`config.mk`:
```
export PLATFORM = sky130hd
export DESIGN_NAME = hstore_unit
export DESIGN_NICKNAME = d
export VERILOG_FILES = /design/src/rtl/hstore_pkg.sv /design/src/rtl/hstore_decode.sv /design/src/rtl/hstore_agu.sv /design/src/rtl/hstore_lane.sv /design/src/rtl/hstore_unit.sv
export SDC_FILE = /design/constraint.sdc
export NUM_CORES = 1
export LEC_CHECK = 0
export ABC_CLOCK_PERIOD_IN_PS = 1700
export BUFFER_PORTS_ARGS = -buffer_cell sky130_fd_sc_hd__clkbuf_2
export CAP_MARGIN = 20
export CORE_MARGIN = 2
export CORE_UTILIZATION = 52
export CTS_CLUSTER_SIZE = 8
export DETAILED_ROUTE_END_ITERATION = 7
export GPL_TIMING_DRIVEN = 0
export PLACE_DENSITY = 0.82
export SLEW_MARGIN = 20
export SYNTH_ARGS = -nofsm -noshare
export SYNTH_HDL_FRONTEND = slang
export SYNTH_SLANG_ARGS = --single-unit
```
`constraint.sdc`:
```
create_clock -name clk -period 1.7 [get_ports clk]
set_input_delay 0.255 -clock clk [delete_from_list [all_inputs] [get_ports clk]]
set_output_delay 0.255 -clock clk [all_outputs]
set_load 0.01 [all_outputs]
```
`src/rtl/hstore_pkg.sv`:
```
package hstore_pkg;

    localparam int RIDX_W = 4;
    localparam int IMM_W  = 12;

    typedef enum logic [1:0] {
        ST_IDLE = 2'd0,
        ST_REQ  = 2'd1,
        ST_WB   = 2'd2
    } st_e;

    // One decoded store: where the offset comes from and how it is applied
    typedef struct packed {
        logic              legal;
        logic              add;
        logic              index;
        logic              wback;
        logic              use_reg;
        logic [1:0]        shamt;
        logic [IMM_W-1:0]  imm;
        logic [RIDX_W-1:0] rn;
        logic [RIDX_W-1:0] rt;
        logic [RIDX_W-1:0] rm;
    } dec_t;

endpackage

```
`src/rtl/hstore_decode.sv`:
```
module hstore_decode
    import hstore_pkg::*;
(
    input  logic [31:0] word,
    input  logic        wide,
    output dec_t        dec
);

    always_comb begin
        dec       = '0;
        dec.add   = 1'b1;
        dec.index = 1'b1;
        if (wide) begin
            dec.rn = word[19:16];
            dec.rt = word[15:12];
            if (word[31:20] == 12'hF8A) begin
                dec.legal = 1'b1;
                dec.imm   = word[11:0];
            end else if (word[31:20] == 12'hF82) begin
                if (word[11]) begin
                    dec.imm = {4'b0, word[7:0]};
                    unique case (word[10:8])
                        3'b100: begin
                            dec.legal = 1'b1;
                            dec.add   = 1'b0;
                        end
                        3'b001, 3'b011: begin
                            dec.legal = 1'b1;
                            dec.add   = word[9];
                            dec.index = 1'b0;
                            dec.wback = 1'b1;
                        end
                        3'b101, 3'b111: begin
                            dec.legal = 1'b1;
                            dec.add   = word[9];
                            dec.wback = 1'b1;
                        end
                        default: dec.legal = 1'b0;
                    endcase
                end else if (word[10:6] == 5'b00000) begin
                    dec.legal   = 1'b1;
                    dec.use_reg = 1'b1;
                    dec.rm      = word[3:0];
                    dec.shamt   = word[5:4];
                end
            end
        end else begin
            dec.rn = {1'b0, word[5:3]};
            dec.rt = {1'b0, word[2:0]};
            if (word[15:11] == 5'b10000) begin
                dec.legal = 1'b1;
                dec.imm   = {6'b0, word[10:6], 1'b0};
            end else if (word[15:9] == 7'b0101001) begin
                dec.legal   = 1'b1;
                dec.use_reg = 1'b1;
                dec.rm      = {1'b0, word[8:6]};
            end
        end
    end

endmodule

```
`src/rtl/hstore_agu.sv`:
```
module hstore_agu
    import hstore_pkg::*;
#(
    parameter int XLEN = 32
) (
    input  dec_t            dec,
    input  logic [XLEN-1:0] base,
    input  logic [XLEN-1:0] off_reg,
    output logic [XLEN-1:0] store_addr,
    output logic [XLEN-1:0] upd_addr
);

    logic [XLEN-1:0] offset;

    always_comb begin
        if (dec.use_reg) begin
            offset = off_reg << dec.shamt;
        end else begin
            offset = {{(XLEN-IMM_W){1'b0}}, dec.imm};
        end
        upd_addr   = dec.add ? (base + offset) : (base - offset);
        store_addr = dec.index ? upd_addr : base;
    end

endmodule

```
`src/rtl/hstore_lane.sv`:
```
module hstore_lane #(
    parameter int XLEN = 32
) (
    input  logic [XLEN-1:0]   addr,
    input  logic [15:0]       half,
    output logic [XLEN/8-1:0] be,
    output logic [XLEN-1:0]   wdata,
    output logic              misaligned
);

    localparam int NH     = XLEN / 16;
    localparam int LSEL_W = $clog2(NH);

    for (genvar h = 0; h < NH; h++) begin : g_half
        assign be[2*h +: 2]     = (addr[LSEL_W:1] == LSEL_W'(h)) ? 2'b11 : 2'b00;
        assign wdata[16*h +: 16] = half;
    end

    assign misaligned = addr[0];

endmodule

```
`src/rtl/hstore_unit.sv`:
```
module hstore_unit
    import hstore_pkg::*;
#(
    parameter int XLEN = 32
) (
    input  logic              clk,
    input  logic              rst_n,
    input  logic              instr_valid,
    input  logic              instr_wide,
    input  logic [31:0]       instr_word,
    output logic              busy,
    output logic [RIDX_W-1:0] rd_base_idx,
    input  logic [XLEN-1:0]   rd_base_data,
    output logic [RIDX_W-1:0] rd_src_idx,
    input  logic [XLEN-1:0]   rd_src_data,
    output logic [RIDX_W-1:0] rd_off_idx,
    input  logic [XLEN-1:0]   rd_off_data,
    output logic              mem_req_valid,
    input  logic              mem_req_ready,
    output logic [XLEN-1:0]   mem_addr,
    output logic [XLEN-1:0]   mem_wdata,
    output logic [XLEN/8-1:0] mem_be,
    output logic              wb_valid,
    output logic [RIDX_W-1:0] wb_idx,
    output logic [XLEN-1:0]   wb_data,
    output logic              undef_flag,
    output logic              align_fault
);

    localparam int BE_W = XLEN / 8;

    typedef struct packed {
        st_e               st;
        logic [XLEN-1:0]   addr;
        logic [XLEN-1:0]   wdata;
        logic [BE_W-1:0]   be;
        logic              wb_en;
        logic [RIDX_W-1:0] wb_idx;
        logic [XLEN-1:0]   wb_data;
        logic              undef;
        logic              fault;
    } ctl_t;

    ctl_t ctl_d, ctl_q;

    dec_t            dec;
    logic [XLEN-1:0] store_addr;
    logic [XLEN-1:0] upd_addr;
    logic [BE_W-1:0] lane_be;
    logic [XLEN-1:0] lane_wdata;
    logic            misaligned;
    logic            src_hi_unused;

    assign src_hi_unused = ^rd_src_data[XLEN-1:16];

    hstore_decode i_decode (
        .word (instr_word),
        .wide (instr_wide),
        .dec  (dec)
    );

    hstore_agu #(.XLEN(XLEN)) i_agu (
        .dec        (dec),
        .base       (rd_base_data),
        .off_reg    (rd_off_data),
        .store_addr (store_addr),
        .upd_addr   (upd_addr)
    );

    hstore_lane #(.XLEN(XLEN)) i_lane (
        .addr       (store_addr),
        .half       (rd_src_data[15:0]),
        .be         (lane_be),
        .wdata      (lane_wdata),
        .misaligned (misaligned)
    );

    assign rd_base_idx = dec.rn;
    assign rd_src_idx  = dec.rt;
    assign rd_off_idx  = dec.rm;

    always_comb begin
        ctl_d       = ctl_q;
        ctl_d.undef = 1'b0;
        ctl_d.fault = 1'b0;
        unique case (ctl_q.st)
            ST_IDLE: begin
                if (instr_valid) begin
                    if (!dec.legal) begin
                        ctl_d.undef = 1'b1;
                    end else if (misaligned) begin
                        ctl_d.fault = 1'b1;
                    end else begin
                        ctl_d.st      = ST_REQ;
                        ctl_d.addr    = store_addr;
                        ctl_d.wdata   = lane_wdata;
                        ctl_d.be      = lane_be;
                        ctl_d.wb_en   = dec.wback;
                        ctl_d.wb_idx  = dec.rn;
                        ctl_d.wb_data = upd_addr;
                    end
                end
            end
            ST_REQ: begin
                if (mem_req_ready) begin
                    ctl_d.st = ctl_q.wb_en ? ST_WB : ST_IDLE;
                end
            end
            ST_WB: begin
                ctl_d.st = ST_IDLE;
            end
            default: ctl_d.st = ST_IDLE;
        endcase
    end

    always_ff @(posedge clk or negedge rst_n) begin
        if (!rst_n) begin
            ctl_q <= '0;
        end else begin
            ctl_q <= ctl_d;
        end
    end

    assign busy          = (ctl_q.st != ST_IDLE);
    assign mem_req_valid = (ctl_q.st == ST_REQ);
    assign mem_addr      = ctl_q.addr;
    assign mem_wdata     = ctl_q.wdata;
    assign mem_be        = ctl_q.be;
    assign wb_valid      = (ctl_q.st == ST_WB);
    assign wb_idx        = ctl_q.wb_idx;
    assign wb_data       = ctl_q.wb_data;
    assign undef_flag    = ctl_q.undef;
    assign align_fault   = ctl_q.fault;

endmodule

```
==> impl_results.rst <==
.. list-table::
   :header-rows: 1

   * - Metric
     - Value
   * - Switching share of power
     - 0.321
   * - Critical R2R Launch
     - ctl_q[108]
   * - Vias in the first global route
     - 7639
   * - Gate count after technology mapping
     - 943
   * - Synth area leader
     - dfrtp_1
   * - Post-synth design cell area
     - 7550 um^2
   * - Headroom to the max-slew limit
     - 0.325
   * - Number of flops mapped to enable cells by yosys
     - 0
   * - Hold path startpoint
     - mem_req_ready
   * - Min Tclk post-route
     - 4.98 ns
   * - Final setup skew
     - 0.00647 ns
   * - Most used flip-flop cell after synthesis
     - dfrtp_1
   * - Remaining DRCs
     - 0
   * - Clock Tree Root
     - clkbuf_16
   * - Share of the synthesized area in the top cell type
     - 0.295
   * - Fmax
     - 201 MHz
   * - Unrepaired setup endpoints after global routing
     - true
   * - Top-Level Pins
     - 254
   * - Number of antenna violations at the first check in global routing
     - 2
   * - Share of power burned in registers
     - 0.347
   * - Gpl congestion
     - 0.960
   * - Setup slack of the worst register-to-register path
     - -0.36 ns
   * - Total power divided by cell area
     - 732 nW/um^2
   * - Max Slew Vio Count
     - 0
   * - Largest fanout of any net on the critical path
     - 4
   * - Maximum root-to-sink buffer count
     - 2
   * - Clock transition time at the flip-flop clock pins of the worst setup and hold paths
     - 0.07 ns
   * - Library cells used by synthesis
     - 74
   * - Max-capacitance violation count
     - 0
   * - Sequential-to-total area share from yosys stat
     - 0.295
   * - Data arrival, critical path
     - 5.27 ns
   * - Largest net degree at the start of global routing
     - 90
   * - Fraction of power consumed by combinational cells
     - 0.380
   * - WHS Path Cells
     - 2
   * - Most frequent cell after synthesis
     - nand2_1
   * - Final count of negative-setup-slack endpoints
     - 90
   * - Worst setup margin
     - -3.28 ns
   * - Critical Path Start Type
     - input port
   * - Status
     - finished, violations left
   * - Area grow syn2layout
     - 51.2%
   * - Violated checks
     - setup timing
   * - Clk pwr share
     - 0.273
   * - Data required time at the worst endpoint
     - 1.99 ns
   * - Port Buf Inserts
     - 235
   * - Number of buffers created by CTS
     - 9
   * - Via total after detailed routing
     - 8672
   * - Leakage
     - 5.89 nW
   * - HPWL reported at the end of detailed placement
     - 17.9 mm
   * - Reg2reg end
     - mem_addr[25]
   * - Starting DRT DRC Count
     - 875
   * - Synthesized Nets
     - 1114
   * - Hold EP
     - ctl_q[107]
   * - Via/cell ratio
     - 5.87
   * - Die Y
     - 125 um
   * - Overall track demand over capacity in global routing
     - 0.313
   * - Die Outline Area
     - 15500 um^2
   * - Global-route wire length before repair
     - 38.9 mm
   * - Power spent charging and discharging nets
     - 2.68 mW
   * - Drt wl/cell
     - 19.9 um
   * - Number of sinks driven by the clock tree
     - 89
   * - Share of final-layout standard cells stronger than drive strength 1
     - 0.515
   * - Number of register bits inferred by synthesis
     - 89
   * - Initial Utilization
     - 0.526
   * - Horiz. Die Dim
     - 125 um
   * - Asr flop ratio synth
     - 1.00
   * - Net count of the finished layout
     - 1457
   * - Total power draw
     - 8.35 mW
   * - Per-instance average area after synthesis
     - 8.01 um^2
   * - Final worst-path cycle share
     - 2.93
   * - Transition time at the pin with the least slew margin
     - 1.00 ns
   * - Total grt overflow
     - 0
   * - Final-layout fill cell count
     - 899
   * - Drt first pass iters
     - 6
   * - Peak supply drop
     - 0.000579 V
   * - Placeable core region
     - 14400 um^2
   * - Most area-consuming cells after synthesis
     - dfrtp_1 29%, buf_4 12%, nand2_1 11%
   * - Critical Setup Path Class
     - in2reg
   * - Most numerous cell types in the synthesized netlist
     - 215 x nand2_1, 116 x buf_4, 89 x dfrtp_1
   * - Register-to-Register Path Depth
     - 9
   * - Internal
     - 5.67 mW
   * - Post-route ant nets
     - 0
   * - Routed WL
     - 29.3 mm
   * - Latest clock arrival within the worst-skew pair
     - 0.36 ns
   * - # H-tree levels
     - 3
   * - Setup_tns
     - -191.82 ns
   * - Final number of hold-violating endpoints
     - 0
   * - Synth Warn #
     - 0
   * - Cell row count
     - 44
   * - Kind of capture point of the worst setup path
     - register
   * - TritonCTS clock tree
     - yes
   * - Worst Hold Class
     - in2reg
## sequential cells by signal (all words and copies together), names as in the netlist
register     cells
wb_data         32
mem_addr        30
mem_wdata       16
wb_idx           4
ctl_q            3
mem_be           2
align_fault      1
undef_flag       1
## how the worst max path moves through the flow
stage | startpoint | endpoint | slack (ns) | cells after the start
2_1_floorplan | instr_word[20] | wb_data[29] | -2.70 | 20
3_3_place_gp | instr_word[10] | mem_addr[30] | -3.84 | 21
3_5_place_dp | instr_word[10] | mem_addr[30] | -3.85 | 21
4_1_cts | instr_word[22] | mem_addr[30] | -2.96 | 25
5_1_grt | instr_word[6] | wb_data[30] | -3.36 | 25
6_report | instr_word[20] | mem_addr[29] | -3.28 | 24
## per-layer routing
layer | wire length, um | track usage | part of all wire | vias up
met4 | 2070 | 0.151 | 0.071 | 0
met5 | 0 | 0 | 0 | -
li1 | - | - | - | 3849
met2 | 13500 | 0.500 | 0.46 | 633
met1 | 11100 | 0.412 | 0.38 | 4040
met3 | 2650 | 0.0546 | 0.091 | 150
## layout by cell type, fill, tap and decap left out, types with 12 or more instances in the layout
cell type and instances:
nand2_1 196, o21ai_0 15, nor2_1 53, nand2_2 15, dfrtp_1 89, ha_1 21, a21o_1 15, nand3_1 12
clkbuf_16 14, mux2i_1 26, xnor2_1 12, a21oi_1 37, buf_4 194, buf_6 23, xnor2_2 14, a21oi_2 16
clkbuf_2 237, inv_1 17, clkbuf_1 13, a31oi_1 19
## critical path, stage by stage
cell       delay, ns
buf_6           0.09
and4bb_2        0.31
nand4_1         0.23
buf_4           0.22
or3_4           0.41
a211o_1         0.32
a21oi_2         0.17
buf_4           0.15
buf_4           0.10
nor2_1          0.05
xnor2_1         0.30
ha_1            0.29
a21o_1          0.18
a21o_1          0.14
a21o_1          0.17
nor2_2          0.07
a21oi_4         0.26
a31oi_4         0.18
o311a_4         0.42
o21ai_4         0.20
a41oi_2         0.17
xnor2_2         0.28
buf_4           0.16
a2bb2oi_2       0.13
## through the flow
stage	util	setup slack, ns	instance area (um^2)	cells	hold slack (ns)
global route	0.795	-3.36	11400	1477	0.0848
CTS	0.744	-2.96	10700	1442	0.0761
floorplan	-	-2.70	7850	943	-0.0406
finish	0.795	-3.28	11400	1477	0.0817
detailed placement	0.645	-3.85	9270	1362	0.356
global placement	0.644	-3.84	9260	1362	0.445
## area by class of cell
type	count	area (um^2)	area share
Tap cell	184	230	0.0202
Multi-Input combinational cell	677	5200	0.455
Buffer	155	1200	0.105
Antenna cell	2	5.00	0.000438
Clock inverter	5	86.3	0.00756
Clock buffer	11	253	0.0221
Timing Repair Buffer	337	2150	0.188
Inverter	17	63.8	0.00559
Sequential cell	89	2230	0.195
## power by group through the flow
stage / Combinational, mW / Sequential, mW / Clock (mW)
final: 3.17 / 2.90 / 2.28
after floorplan: 1.86 / 2.83 / 0
after global placement: 2.75 / 2.90 / 0
after CTS: 2.98 / 2.88 / 2.27
after detailed placement: 2.81 / 2.92 / 0
after global routing: 3.40 / 2.96 / 2.38
## cell families (layout without fill, tap and decap cells)
family	Yosys count	after routing	share of synthesized area
AOI/OAI and AO/OA	205	205	0.186
xor gates and xnor gates	38	38	0.0451
adders and majority gates	38	38	0.0639
buffers and inverters	177	525	0.148
DFF	89	89	0.295
muxes	40	40	0.0548
other	1	3	0.000496
and+or+nand+nor	355	355	0.207
## timing repair
action | 4_1_cts | 5_1_grt
cloned | 5 | 1
hold endpoints to repair | 37 | 0
endpoints found under the setup margin | 96 | 91
resized for setup | 102 | 111
pin swaps | 47 | 66
setup buffers | 60 | 37
hold buffers | 1 | 0
No activity file was read; power rests on OpenSTA's default activity.
